===== src/rtl/exu_pkg.sv =====
package exu_pkg;
  localparam int OPW = 4;

  typedef enum logic [OPW-1:0] {
    OP_ADD  = 4'd0,
    OP_SUB  = 4'd1,
    OP_AND  = 4'd2,
    OP_OR   = 4'd3,
    OP_NOR  = 4'd4,
    OP_SLT  = 4'd5,
    OP_SLL  = 4'd6,
    OP_SRL  = 4'd7,
    OP_SRA  = 4'd8,
    OP_ADDI = 4'd9,
    OP_SLTI = 4'd10,
    OP_ANDI = 4'd11,
    OP_ORI  = 4'd12,
    OP_LUI  = 4'd13,
    OP_RSV0 = 4'd14,
    OP_RSV1 = 4'd15
  } exu_op_e;

  typedef enum logic [2:0] {
    FN_ADD, FN_SUB, FN_AND, FN_OR, FN_NOR, FN_SLT
  } alu_fn_e;

  typedef enum logic [1:0] {
    SH_LEFT, SH_RIGHT_ZERO, SH_RIGHT_SIGN
  } sh_kind_e;

  typedef enum logic [1:0] {
    RES_ZERO, RES_ALU, RES_SHIFT, RES_UPPER
  } res_src_e;
endpackage


===== src/rtl/exu_imm_ext.sv =====
module exu_imm_ext #(
  parameter int DW = 32,
  parameter int IW = 16
) (
  input  logic [IW-1:0] imm,
  input  logic          sign_mode,
  output logic [DW-1:0] ext,
  output logic [DW-1:0] upper
);
  localparam int PADW = DW - IW;

  function automatic logic [DW-1:0] widen(input logic [IW-1:0] v, input logic sgn);
    logic fill;
    fill = sgn & v[IW-1];
    return {{PADW{fill}}, v};
  endfunction

  assign ext   = widen(imm, sign_mode);
  assign upper = {imm, {PADW{1'b0}}};

  always_comb begin
    if (!sign_mode)
      a_r7_zero_pad: assert (ext[DW-1:IW] == '0);
    if (sign_mode && imm[IW-1])
      a_r6_sign_pad: assert (&ext[DW-1:IW]);
  end
endmodule


===== src/rtl/exu_shifter.sv =====
module exu_shifter
  import exu_pkg::*;
#(
  parameter int DW  = 32,
  parameter int SHW = $clog2(DW)
) (
  input  logic [DW-1:0]  val,
  input  logic [SHW-1:0] amt,
  input  sh_kind_e       kind,
  output logic [DW-1:0]  res
);
  function automatic logic [DW-1:0] bit_rev(input logic [DW-1:0] v);
    logic [DW-1:0] r;
    for (int i = 0; i < DW; i++) r[i] = v[DW-1-i];
    return r;
  endfunction

  logic          is_left;
  logic          fill_bit;
  logic [DW-1:0] stage [SHW+1];

  assign is_left  = (kind == SH_LEFT);
  assign fill_bit = (kind == SH_RIGHT_SIGN) & val[DW-1];
  assign stage[0] = is_left ? bit_rev(val) : val;

  for (genvar s = 0; s < SHW; s++) begin : g_stage
    localparam int STEP = 1 << s;
    assign stage[s+1] = amt[s] ? {{STEP{fill_bit}}, stage[s][DW-1:STEP]} : stage[s];
  end

  assign res = is_left ? bit_rev(stage[SHW]) : stage[SHW];

  always_comb begin
    if (kind == SH_RIGHT_ZERO && amt != '0)
      a_r4_right_zero_fill: assert (res[DW-1] == 1'b0);
    if (kind == SH_LEFT && amt != '0)
      a_r4_left_zero_fill: assert (res[0] == 1'b0);
    if (kind == SH_RIGHT_SIGN)
      a_r5_sign_kept: assert (res[DW-1] == val[DW-1]);
    if (amt == '0)
      a_r4_zero_count: assert (res == val);
  end
endmodule


===== src/rtl/exu_alu_core.sv =====
module exu_alu_core
  import exu_pkg::*;
#(
  parameter int DW = 32
) (
  input  logic [DW-1:0] a,
  input  logic [DW-1:0] b,
  input  alu_fn_e       fn,
  output logic [DW-1:0] res
);
  function automatic logic signed_less(input logic [DW-1:0] x, input logic [DW-1:0] y);
    if (x[DW-1] != y[DW-1]) return x[DW-1];
    return x < y;
  endfunction

  function automatic logic [DW-1:0] add_sub(input logic [DW-1:0] x, input logic [DW-1:0] y,
                                            input logic sub);
    return x + (sub ? ~y : y) + {{(DW-1){1'b0}}, sub};
  endfunction

  logic [DW-1:0] sum;
  assign sum = add_sub(a, b, fn == FN_SUB);

  always_comb begin
    unique case (fn)
      FN_ADD, FN_SUB: res = sum;
      FN_AND:         res = a & b;
      FN_OR:          res = a | b;
      FN_NOR:         res = ~(a | b);
      FN_SLT:         res = {{(DW-1){1'b0}}, signed_less(a, b)};
      default:        res = '0;
    endcase
  end

  always_comb begin
    if (fn == FN_SLT)
      a_r3_bool_result: assert (res[DW-1:1] == '0);
    if (fn == FN_SUB && a == b)
      a_r1_self_sub_zero: assert (res == '0);
  end
endmodule


===== src/rtl/int_exec_unit.sv =====
module int_exec_unit
  import exu_pkg::*;
#(
  parameter int DW  = 32,
  parameter int IW  = 16,
  parameter int SHW = $clog2(DW)
) (
  input  logic [OPW-1:0] op_sel,
  input  logic [DW-1:0]  opa,
  input  logic [DW-1:0]  opb,
  input  logic [IW-1:0]  imm16,
  input  logic [SHW-1:0] shamt,
  output logic [DW-1:0]  result
);
  exu_op_e       op;
  alu_fn_e       fn;
  sh_kind_e      sh_kind;
  res_src_e      src;
  logic          use_imm;
  logic          imm_signed;
  logic [DW-1:0] imm_ext, imm_upper, alu_b, alu_res, sh_res;

  assign op = exu_op_e'(op_sel);

  always_comb begin
    fn         = FN_ADD;
    sh_kind    = SH_LEFT;
    src        = RES_ALU;
    use_imm    = 1'b0;
    imm_signed = 1'b0;
    unique case (op)
      OP_ADD:  fn = FN_ADD;
      OP_SUB:  fn = FN_SUB;
      OP_AND:  fn = FN_AND;
      OP_OR:   fn = FN_OR;
      OP_NOR:  fn = FN_NOR;
      OP_SLT:  fn = FN_SLT;
      OP_SLL:  begin src = RES_SHIFT; sh_kind = SH_LEFT;       end
      OP_SRL:  begin src = RES_SHIFT; sh_kind = SH_RIGHT_ZERO; end
      OP_SRA:  begin src = RES_SHIFT; sh_kind = SH_RIGHT_SIGN; end
      OP_ADDI: begin fn = FN_ADD; use_imm = 1'b1; imm_signed = 1'b1; end
      OP_SLTI: begin fn = FN_SLT; use_imm = 1'b1; imm_signed = 1'b1; end
      OP_ANDI: begin fn = FN_AND; use_imm = 1'b1; end
      OP_ORI:  begin fn = FN_OR;  use_imm = 1'b1; end
      OP_LUI:  src = RES_UPPER;
      default: src = RES_ZERO;
    endcase
  end

  exu_imm_ext #(.DW(DW), .IW(IW)) ext_i (
    .imm(imm16), .sign_mode(imm_signed), .ext(imm_ext), .upper(imm_upper)
  );

  assign alu_b = use_imm ? imm_ext : opb;

  exu_alu_core #(.DW(DW)) alu_i (
    .a(opa), .b(alu_b), .fn(fn), .res(alu_res)
  );

  exu_shifter #(.DW(DW), .SHW(SHW)) sh_i (
    .val(opb), .amt(shamt), .kind(sh_kind), .res(sh_res)
  );

  always_comb begin
    unique case (src)
      RES_ALU:   result = alu_res;
      RES_SHIFT: result = sh_res;
      RES_UPPER: result = imm_upper;
      default:   result = '0;
    endcase
  end

  always_comb begin
    if (op == OP_RSV0 || op == OP_RSV1)
      a_r9_unsupported_zero: assert (result == '0);
    if (op == OP_LUI)
      a_r8_upper_load: assert (result[IW-1:0] == '0 && result[DW-1:DW-IW] == imm16);
    if (op == OP_ANDI)
      a_r7_andi_high_clear: assert (result[DW-1:IW] == '0);
    if (op == OP_ORI)
      a_r7_ori_high_pass: assert (result[DW-1:IW] == opa[DW-1:IW]);
  end
endmodule


===== config.mk =====
export PLATFORM = sky130hd
export DESIGN_NAME = int_exec_unit
export DESIGN_NICKNAME = d
export VERILOG_FILES = /design/src/rtl/exu_pkg.sv /design/src/rtl/exu_imm_ext.sv /design/src/rtl/exu_shifter.sv /design/src/rtl/exu_alu_core.sv /design/src/rtl/int_exec_unit.sv
export SDC_FILE = /design/constraint.sdc
export NUM_CORES = 1
export LEC_CHECK = 0
export ABC_CLOCK_PERIOD_IN_PS = 11370
export BUFFER_PORTS_ARGS = -buffer_cell sky130_fd_sc_hd__clkbuf_2
export CORE_MARGIN = 2
export CORE_UTILIZATION = 58
export DETAILED_ROUTE_END_ITERATION = 16
export PLACE_DENSITY = 0.8
export RECOVER_POWER = 25
export SLEW_MARGIN = 10
export SYNTH_ARGS = -nofsm -noshare
export SYNTH_HDL_FRONTEND = slang
export SYNTH_SLANG_ARGS = --single-unit

===== constraint.sdc =====
create_clock -name vclk -period 11.37
set_clock_uncertainty 0.15 [all_clocks]
set_input_delay 1.7055 -clock vclk [all_inputs]
set_output_delay 1.7055 -clock vclk [all_outputs]
set_load 0.005 [all_outputs]

Word-level counts from Yosys, hierarchy flattened. Index checks and enable logic that the tools add are counted.

Add/sub/neg operators: 2. Magnitude comparators: 1. Equality and inequality tests: 23. Muxes and demuxes: 20. Bitwise logic cells: 6. Reductions and logical operators: 11.

Operators by type and width (count): $mux 32 (9); $pmux 32 s5 (1); $pmux 32 s3 (1); $not 32->32 (2); $add 32x1->32 (1); $add 32x32->32 (1); $and 32x32->32 (1); $lt 32x32->1 (1); $or 32x32->32 (1); $eq 4x4->1 const B (6); $eq 4x3->1 const B (4); $pmux 3 s5 (1); $reduce_or 10->1 (1); $reduce_or 2->1 (5); $eq 4x2->1 const B (2); $eq 2x2->1 const B (3); $eq 3x2->1 const B (2); $eq 3x3->1 const B (2); $mux 1 (6); $pmux 2 s3 (1); $eq 4x1->1 const B (1); $logic_not 4->1 (1); $pmux 2 s2 (1); $reduce_or 4->1 (1); other kinds (7) (8).

Bits in registers: 0. Output and inout bits: 32. Word-level logic and storage cells: 63.

Depth between registers and ports, before layout.
Word-level depth: 11. Mapped depth: 18. Depth with buffers taken out: 14.

Modules after synthesis. Synthesis repeated with hierarchy kept, for this count alone.

Cell total of the unflattened synthesis: 1157. Area total of the unflattened synthesis: 8921.1 um^2.

By module, submodules not included: exu_alu_core (instances 1, cells each 604, area each 4475.5 um^2, sequential area each 0.0 um^2); exu_shifter (instances 1, cells each 353, area each 2791.4 um^2, sequential area each 0.0 um^2); int_exec_unit (instances 1, cells each 135, area each 1171.1 um^2, sequential area each 0.0 um^2); exu_imm_ext (instances 1, cells each 65, area each 483.0 um^2, sequential area each 0.0 um^2).

Worst setup path after synthesis. OpenSTA, ideal clock, no wires.

Path kind: input-to-output. Start point: in op_sel[1]. End point: out result[12]. Arrival time: 5.645 ns. Data required time: 9.515 ns. Slack: 3.869 ns. Cell stages on the path: 17. Buffers on the path: 4. Cells stage by stage: buf_2 clkbuf_1 nor4bb_1 a21oi_1 clkbuf_1 mux2i_1 xnor2_1 ha_1 clkbuf_1 a21o_1 a311o_1 a21o_1 or2_1 a21o_1 a21oi_1 xnor2_1 a2111o_1.

Word-level cells in the longest chain between the ends: 11. Elaborated cells on any way between the ends: 54. Those cells by class: add/sub (2); eq/ne (22); mux (15); bitwise (5); reduce/logical (10).

RTL lines: start: declaration (RTL line int_exec_unit.sv:8) `input logic [OPW-1:0] op_sel,`; branches (longest 10 deep; another with $add 32x32->32); $pmux 32 s3 * (RTL line int_exec_unit.sv:65) `unique case (src)`; end: declaration (RTL line int_exec_unit.sv:13) `output logic [DW-1:0] result`.

Every way passes the cells marked *.

Worst setup path in the final report.
Start point: in op_sel[3]. End point: out result[9].

The elaborated chain is that of the path after synthesis.

==> flow_summary.toml <==
[drt]
drt_first_iter_violations = 1916
drc = 0
viasPerCell = 7.39
num_vias = 11600
detail_route.first_pass.iterations = 8
ant_nets = 0
wl_per_cell_microns = 26.1
wl_microns = 41100

[cells_and_area]
areaGrowthSynthToFinish_pct = 5.92
regArea_sq_um = 0
drive_above_1_share_pct = 15.2
seq_cell_count = 0
fin_nets = 1578
finalInstanceArea_sq_mm = 0.0101
clkbuf_count = 0
final_util_pct = 63.2

[sta]
setup_viol = 0
tightest_slew_ns = 2.98
setup-tns-final_ns = 0
final.setup.worst_slack_ns = 1.53
rsz0062_at_grt = "no"
finalHoldViolCount = 0
maxSlewViolCount = 63
fmax_ghz = 0.102
finalCritPeriodShare_pct = 86.5
slew_headroom_pct = -99.0
period_minus_slack_ns = 9.84

[power_and_ir_drop]
p_int_uw = 255
comb_power_share_pct = 100.0
sequentialPowerShare_pct = 0
p_sw_share_pct = 62.3
clkPwrFrac_pct = 0
power.leakage_uw = 0.00445
power.density_mw_per_mm2 = 66.8
max-vdd-ir-drop_mv = 0.0406
switching_power_uw = 421

[status]
status = "finished, violations left"
violations = "max-capacitance violations, max-slew violations"

[synth]
syn_area_per_cell_sq_um = 7.19
synth_area_leaders = "ha_1, mux4_2, a21oi_1, xnor2_1, mux2i_1"
yosys.cell_count.top_type = "ha_1"
synthTopCellsByCount = "ha_1, a21oi_1, nand2_1"
seq_area_frac_synth_pct = 0
ys_types = 85
synth_fp_nets = 1547
postSynthCellCount = 1329
synth_area_sq_mm = 0.00955
yosysTopAreaCell = "ha_1"
yosysWarnings = 0
synth_top_area_share_pct = 16.8

[global_route]
grt_remaining_overflow = 0
grt_first_pass_wirelength_microns = 62600
grt_max_degree = 84
grt.total_usage_pct = 45.3
first_global_vias = 10500
antenna_found_initial = 1

[place]
port_buffers = 121
dpl.hpwl_microns = 32500
gp_congestion = 1.09
place_ws_ns = 2.81
dpl_cell_area_sq_mm = 0.0101

[floorplanning]
fp.coreArea_sq_mm = 0.0160
die_w_microns = 132
fp-row-count = 46
ios = 121
die_h_microns = 132
dieArea_sq_mm = 0.0175
initial_core_util_pct = 59.7

[hold_path]
min_to = "result[24]"
hold_depth = 6
hp-class = "input port to primary output"
hp-start = "imm16[8]"

[critical_path]
worstPathCellList = "buf_4 > clkbuf_1 > or4b_1 > nand2_1 > mux2i_1 > a22oi_1 > a31o_2 > mux4_2 > a221oi_2 > o31ai_1 > clkbuf_2"
required_ns = 9.51
critPathKind = "input port to primary output"
crit_family = "buffers and inverters"
cp-start-kind = "input port"
worstSetupEndpointType = "primary output"
path_buf_inv = 3
path_max_fanout = 62
arrival_ns = 7.98
cpMaxStageDelayCell = "clkbuf_1"
cpPeakStageDelay_ns = 2.14
critical_path_depth = 11

[job]
drv_cap = 1

[clock_tree]
post-cts-setup-buffers = 0
cts_resized = 0
ctsHoldBuffers = 0
-- tightest hold or removal path, cell delays in order --
cell and delay (ns):
clkbuf_2 0.14, a22oi_1 0.11, o22ai_1 0.18, a21oi_1 0.07, o221ai_1 0.10, clkbuf_2 0.13
-- worst max path at each step --
stage	startpoint	endpoint
5_1_grt	op_sel[3]	result[9]
2_1_floorplan	op_sel[1]	result[12]
3_5_place_dp	op_sel[2]	result[24]
6_report	op_sel[3]	result[9]
4_1_cts	op_sel[2]	result[24]
3_3_place_gp	op_sel[2]	result[25]
-- power groups by stage --
stage                     registers [uW]  logic, uW  clock network, uW
after floorplan                        0        432                  0
after global placement                 0        639                  0
after detailed placement               0        643                  0
after CTS                              0        647                  0
after global routing                   0        716          0.0000118
final                                  0        676          0.0000118
-- layout make-up --
type               instances  area, sq um
well taps                216          270
repair buffers           131          679
diodes                     1         2.50
fillers                 1511         5890
inverters                 91          342
multi-input cells       1136         8820
-- metrics by stage --
| step | total power, uW | cells | hold WS, ns |
|---|---|---|---|
| detailed placement | 643 | 1574 | 3.95 |
| CTS | 647 | 1574 | 3.95 |
| global placement | 639 | 1574 | 3.94 |
| finish | 676 | 1575 | 3.99 |
| global route | 716 | 1575 | 4.00 |
| floorplan | 432 | 1329 | 3.51 |
-- cells in the final DEF, fill, tap and decap left out, drive strengths merged, types with 20 or more instances in the layout --
master	Yosys	layout
o22ai	30	30
nand3	24	24
mux2i	52	52
o21ai	82	82
nor2	87	87
o211ai	21	21
ha	128	128
nand2b	20	20
a21oi	117	117
xor2	22	22
o221ai	22	22
clkbuf	77	121
inv	90	90
xnor2	60	60
a22oi	46	46
mux4	33	33
nand2	103	103
-- cells by family (layout without fill, tap and decap cells) --
group,after synthesis,after routing,share of synthesized area [%]
AO/OA/AOI/OAI,485,485,34.7
AND/OR/NAND/NOR,343,343,18.3
buffers and inverters,193,222,7.86
adder cells (fa/ha/maj),129,129,17.0
multiplexers,97,97,14.6
XOR/XNOR,82,82,7.52
other,0,1,0
-- layer usage --
layer,share of wire (%),vias to the layer above,wire (microns),GRT usage [%]
met5,0,-,0,0
met4,6.3,0,2600,20.6
met3,14,202,5790,11.2
met2,41,932,16800,67.1
met1,39,5397,16000,61.8
li1,-,5105,-,-
(Power assumes the default switching activity.)
